**src/rtl/psram_pwr_pkg.sv**
```systemverilog
package psram_pwr_pkg;

  typedef enum logic [2:0] {
    ST_PON_WAIT  = 3'd0,
    ST_RECOVER   = 3'd1,
    ST_READY     = 3'd2,
    ST_ENTER_DPD = 3'd3,
    ST_DPD_HOLD  = 3'd4,
    ST_DPD       = 3'd5,
    ST_EXIT_WAIT = 3'd6
  } pwr_state_t;

  // chip enable 2 is low only while the memory sits in deep power-down
  function automatic logic ce2_level(input pwr_state_t s);
    return !(s == ST_DPD_HOLD || s == ST_DPD);
  endfunction

  function automatic int unsigned max3(input int unsigned a, input int unsigned b,
                                       input int unsigned c);
    int unsigned m;
    m = (a > b) ? a : b;
    return (m > c) ? m : c;
  endfunction

endpackage

```
**src/rtl/psram_span_timer.sv**
```systemverilog
module psram_span_timer #(
  parameter int unsigned CNT_W   = 8,
  parameter int unsigned RST_VAL = 0
) (
  input  logic             clk,
  input  logic             rst,
  input  logic             load,
  input  logic [CNT_W-1:0] load_val,
  output logic             zero
);

  logic [CNT_W-1:0] cnt_q;

  always_ff @(posedge clk) begin
    if (rst) begin
      cnt_q <= CNT_W'(RST_VAL);
    end else if (load) begin
      cnt_q <= load_val;
    end else if (cnt_q != '0) begin
      cnt_q <= cnt_q - 1'b1;
    end
  end

  assign zero = (cnt_q == '0);

endmodule

```
**src/rtl/psram_wake_latch.sv**
```systemverilog
module psram_wake_latch (
  input  logic clk,
  input  logic rst,
  input  logic arm,
  input  logic wake,
  input  logic clear,
  output logic pending
);

  always_ff @(posedge clk) begin
    if (rst || clear) begin
      pending <= 1'b0;
    end else if (arm && wake) begin
      pending <= 1'b1;
    end
  end

endmodule

```
**src/rtl/psram_lost_flag.sv**
```systemverilog
module psram_lost_flag (
  input  logic clk,
  input  logic rst,
  input  logic set,
  input  logic ack,
  output logic flag
);

  always_ff @(posedge clk) begin
    if (rst) begin
      flag <= 1'b0;
    end else if (set) begin
      flag <= 1'b1;
    end else if (ack) begin
      flag <= 1'b0;
    end
  end

endmodule

```
**src/rtl/psram_pwr_seq.sv**
```systemverilog
module psram_pwr_seq
  import psram_pwr_pkg::*;
#(
  parameter int unsigned PON_CYC     = 3750,
  parameter int unsigned RECOV_CYC   = 37500,
  parameter int unsigned DPD_MIN_CYC = 1250000
) (
  input  logic clk,
  input  logic rst,
  input  logic dpd_req_i,
  input  logic wake_req_i,
  input  logic ctrl_idle_i,
  input  logic lost_ack_i,
  output logic ce2_o,
  output logic ce1_block_o,
  output logic ready_o,
  output logic data_lost_o
);

  localparam int unsigned MAX_SPAN = max3(PON_CYC, RECOV_CYC, DPD_MIN_CYC);
  localparam int unsigned CNT_W    = $clog2(MAX_SPAN + 1);
  localparam logic [CNT_W-1:0] RECOV_LD = CNT_W'(RECOV_CYC - 1);
  localparam logic [CNT_W-1:0] DPD_LD   = CNT_W'(DPD_MIN_CYC - 1);

  pwr_state_t       state_q, state_d;
  logic             span_done;
  logic             tmr_load;
  logic [CNT_W-1:0] tmr_val;
  logic             wake_pend;
  logic             leave_dpd;

  psram_span_timer #(
    .CNT_W  (CNT_W),
    .RST_VAL(PON_CYC - 1)
  ) u_timer (
    .clk     (clk),
    .rst     (rst),
    .load    (tmr_load),
    .load_val(tmr_val),
    .zero    (span_done)
  );

  psram_wake_latch u_wake (
    .clk    (clk),
    .rst    (rst),
    .arm    (state_q == ST_DPD_HOLD),
    .wake   (wake_req_i),
    .clear  (leave_dpd),
    .pending(wake_pend)
  );

  psram_lost_flag u_lost (
    .clk (clk),
    .rst (rst),
    .set (leave_dpd),
    .ack (lost_ack_i),
    .flag(data_lost_o)
  );

  always_comb begin
    state_d  = state_q;
    tmr_load = 1'b0;
    tmr_val  = RECOV_LD;
    unique case (state_q)
      ST_PON_WAIT: begin
        if (span_done) begin
          state_d  = ST_RECOVER;
          tmr_load = 1'b1;
          tmr_val  = RECOV_LD;
        end
      end
      ST_RECOVER, ST_EXIT_WAIT: begin
        if (span_done) state_d = ST_READY;
      end
      ST_READY: begin
        if (dpd_req_i && ctrl_idle_i) state_d = ST_ENTER_DPD;
      end
      ST_ENTER_DPD: begin
        state_d  = ST_DPD_HOLD;
        tmr_load = 1'b1;
        tmr_val  = DPD_LD;
      end
      ST_DPD_HOLD: begin
        if (span_done) begin
          if (wake_pend || wake_req_i) begin
            state_d  = ST_EXIT_WAIT;
            tmr_load = 1'b1;
            tmr_val  = RECOV_LD;
          end else begin
            state_d = ST_DPD;
          end
        end
      end
      ST_DPD: begin
        if (wake_req_i) begin
          state_d  = ST_EXIT_WAIT;
          tmr_load = 1'b1;
          tmr_val  = RECOV_LD;
        end
      end
      default: state_d = ST_PON_WAIT;
    endcase
  end

  assign leave_dpd = (state_d == ST_EXIT_WAIT) && (state_q != ST_EXIT_WAIT);

  always_ff @(posedge clk) begin
    if (rst) begin
      state_q     <= ST_PON_WAIT;
      ce2_o       <= 1'b1;
      ce1_block_o <= 1'b1;
      ready_o     <= 1'b0;
    end else begin
      state_q     <= state_d;
      ce2_o       <= ce2_level(state_d);
      ce1_block_o <= (state_d != ST_READY);
      ready_o     <= (state_d == ST_READY);
    end
  end

endmodule

```
**config.mk**
```make
export PLATFORM = sky130hd
export DESIGN_NAME = psram_pwr_seq
export DESIGN_NICKNAME = d
export VERILOG_FILES = /design/src/rtl/psram_pwr_pkg.sv /design/src/rtl/psram_span_timer.sv /design/src/rtl/psram_wake_latch.sv /design/src/rtl/psram_lost_flag.sv /design/src/rtl/psram_pwr_seq.sv
export SDC_FILE = /design/constraint.sdc
export NUM_CORES = 1
export LEC_CHECK = 0
export CAP_MARGIN = 25
export CELL_PAD_IN_SITES_DETAIL_PLACEMENT = 0
export CELL_PAD_IN_SITES_GLOBAL_PLACEMENT = 2
export CORE_MARGIN = 2
export CORE_UTILIZATION = 35
export CTS_CLUSTER_SIZE = 10
export DETAILED_ROUTE_END_ITERATION = 7
export PLACE_DENSITY = 0.81
export SYNTH_ARGS = -nofsm -noshare
export SYNTH_HDL_FRONTEND = slang
export SYNTH_SLANG_ARGS = --single-unit
```
**constraint.sdc**
```tcl
create_clock -name clk -period 2.65 [get_ports clk]
set_input_delay 0.53 -clock clk [delete_from_list [all_inputs] [get_ports clk]]
set_output_delay 0.53 -clock clk [all_outputs]
set_load 0.01 [all_outputs]
```
==> impl_metrics.env <==
export IMPL_met1_length_um=2014
export IMPL_io_pins=10
export IMPL_netlist_area_leader_share=0.3569
export IMPL_cts_setup_buffers=0
export IMPL_hold_viol_final=0
export IMPL_tightest_slew_ps=598.4
export IMPL_hpwl_um=2893
export IMPL_cts_root_buf="clkbuf_8"
export IMPL_worstReg2RegEnd="u_timer.cnt_q[16]"
export IMPL_stdcell_count=263
export IMPL_synth_most_common_cell="dfxtp_1"
export IMPL_synthTopCellsByCount="29 x dfxtp_1, 16 x nand2_1, 15 x nor2_1"
export IMPL_synth_warnings=0
export IMPL_cts_tree="built"
export IMPL_end_kind="register"
export IMPL_syn_avg_cell_area_um2=8.299
export IMPL_path_buf_inv=2
export IMPL_cp_arrival_ps=2470
export IMPL_peakVddDrop_mv=0.2794
export IMPL_grt_util_all_layers=0.1678
export IMPL_vias=1490
export IMPL_ant_nets=0
export IMPL_highest_layer="met4"
export IMPL_ys_flop_type="dfxtp_1"
export IMPL_worst_hold_path_endpoint="u_lost.flag"
export IMPL_crit_path_max_incr_delay_ps=490
export IMPL_yosys_area_top_type="dfxtp_1"
export IMPL_setup_viol=0
export IMPL_grt_pass1_vias=1354
export IMPL_yosys_cell_types_count=48
export IMPL_hold_class="register to register"
export IMPL_final_net_count=218
export IMPL_grt_setup_unrepaired="no"
export IMPL_maxSlewHeadroom=0.5969
export IMPL_drv_cap=0
export IMPL_cpMaxStageDelayCell="o221ai_1"
export IMPL_worstPathMaxFanout=8
export IMPL_finalCritPeriodShare=0.8671
export IMPL_drt_iter0_drc=98
export IMPL_cp_cell_sequence="inv_1, ha_1, nor4b_1, buf_4, and4_1, o221ai_1, a21oi_1, a2111oi_2"
export IMPL_hold_path_depth=2
export IMPL_drtPass1Iterations=4
export IMPL_cts_resized_gates=0
export IMPL_syn_nets=203
export IMPL_start_util=0.3685
export IMPL_p_leak_nw=0.6377
export IMPL_grt_pass1_wl_um=6824
export IMPL_clk_pin_slew_worst_paths_ps=60
export IMPL_power_density_nw_per_um2=463.5
export IMPL_area_growth_pct=15.46
export IMPL_synthCells=196
export IMPL_finalWirelength_um=4024
export IMPL_coreArea_um2=4414
export IMPL_routabilityCongestion=0.8657
export IMPL_holdWs_ps=474.9
export IMPL_synth_edf_count=0
export IMPL_numCtsBuffers=5
export IMPL_startpoint_type="register"
export IMPL_crit_family="compound AO/OA/AOI/OAI gates"
export IMPL_ys_ff_latch=29
export IMPL_clockBufferDepth=2
export IMPL_synthTopCellsByArea="dfxtp_1 36%, xnor2_1 7.0%, o21ai_0 4.3%"
export IMPL_place_inst=256
export IMPL_portBuffers=9
export IMPL_r2r_cells=8
export IMPL_cts_sinks=29
export IMPL_r2r_setup_slack_ps=350
export IMPL_num_antenna_cells=0
export IMPL_synth_seq_area_share=0.3569
export IMPL_p_total_w=0.0008705
export IMPL_async_flop_share=0
export IMPL_max_freq_mhz=435.2
export IMPL_htree_levels=2
export IMPL_die_h_um=72.17
export IMPL_dieArea_um2=5209
export IMPL_core_rowCount=24
export IMPL_worst_skew_pair_late_latency_ps=280
export IMPL_required_ps=2820
export IMPL_crit_type="register to register"
export IMPL_finClkSkew_ps=4.505
export IMPL_hp_start="u_lost.flag"
export IMPL_r2r_start="u_timer.cnt_q[1]"
export IMPL_syn_area_um2=1627
export IMPL_slew_viol_final=0
export IMPL_wl_met3_um=166
export IMPL_setup_ws_ps=352.1
export IMPL_finalCriticalPeriod_ps=2298
export IMPL_status="finished, final reports clean"
export IMPL_fin_tns_setup_ps=0
export IMPL_drive_gt1_frac=0.1137
export IMPL_route_met2_wl_um=1785
export IMPL_overflow=0
export IMPL_avgViaCountPerCell=5.665
export IMPL_preCtsSetupSlack_ps=255.5
export IMPL_cts_hold_buf=0
export IMPL_wire_per_inst_um=15.30
export IMPL_antenna_found_initial=0
export IMPL_grt_max_degree=19
export IMPL_die_w_um=72.17
export IMPL_drc=0
-- logic make-up after synthesis --
family / synth area share
AOI/OAI and AO/OA: 0.2654
DFF: 0.3569
adders and majority gates: 0.007691
xor gates and xnor gates: 0.08077
buffers and inverters: 0.04923
and+or+nand+nor: 0.2400
-- cells in the final DEF (no fill, tap or decap), types with 2 or more instances in the layout --
cell and n:
a211oi_1 8, a21boi_0 2, a21oi_1 13, a31o_2 2
buf_4 9, clkbuf_8 6, clkdlybuf4s50_1 9, dfxtp_1 29
inv_1 6, nand2_1 16, nand2b_1 3, nand3_1 10
nor2_1 15, nor2b_1 5, nor3_1 8, nor4_1 5
o211ai_1 4, o21ai_0 14, o221ai_1 2, or3_1 2
or4_1 3, xnor2_1 13, xor2_1 2
-- layer usage --
layer	global-route usage	vias to the layer above
met2	0.2446	32
met5	0	-
met1	0.2485	694
li1	-	759
met4	0.05660	0
met3	0.02917	5
-- power breakdown --
part	switching, W	total, W	internal (W)
Clock	0.000161	0.000366	0.000206
Sequential	0.00000868	0.000452	0.000444
Combinational	0.0000257	0.0000517	0.0000260
Total	0.000195	0.000870	0.000675
-- worst reg2reg max path, stage by stage, from the launching register on --
cell and delay, ps:
dfxtp_1 380, inv_1 60, ha_1 230, nor4b_1 160
buf_4 160, and4_1 270, o221ai_1 490, a21oi_1 160
a2111oi_2 290
-- registers in the layout, indices dropped and copies added (netlist names) --
| register | flops |
|---|---|
| u_timer.cnt_q | 21 |
| u_lost.flag | 1 |
| state_q | 3 |
| ce1_block_o | 1 |
| ready_o | 1 |
| ce2_o | 1 |
| u_wake.pending | 1 |
-- final cells by class --
type,instances,area [µm²]
clock buffer,7,86.33
fill,456,2536
inverter,6,22.52
multi-input combinational,151,965.9
sequential,29,580.6
tap,52,65.06
timing repair buffer,18,157.7
-- worst max path at each step --
stage / cells after the start / slack, ps / start / endpoint
after floorplan: 7 / 430 / u_timer.cnt_q[0] / u_timer.cnt_q[7]
after global placement: 6 / 300 / wake_req_i / u_timer.cnt_q[17]
after detailed placement: 6 / 260 / wake_req_i / u_timer.cnt_q[17]
after CTS: 8 / 360 / u_timer.cnt_q[0] / u_timer.cnt_q[16]
after global routing: 8 / 110 / u_timer.cnt_q[0] / u_timer.cnt_q[18]
final: 8 / 350 / u_timer.cnt_q[1] / u_timer.cnt_q[16]
-- stage by stage --
step,area [µm²],util
2_1_floorplan,1627,-
6_report,1878,0.4255
5_1_grt,1878,0.4255
3_5_place_dp,1792,0.4059
4_1_cts,1878,0.4255
3_3_place_gp,1792,0.4059
No activity file was read; power rests on OpenSTA's default activity.
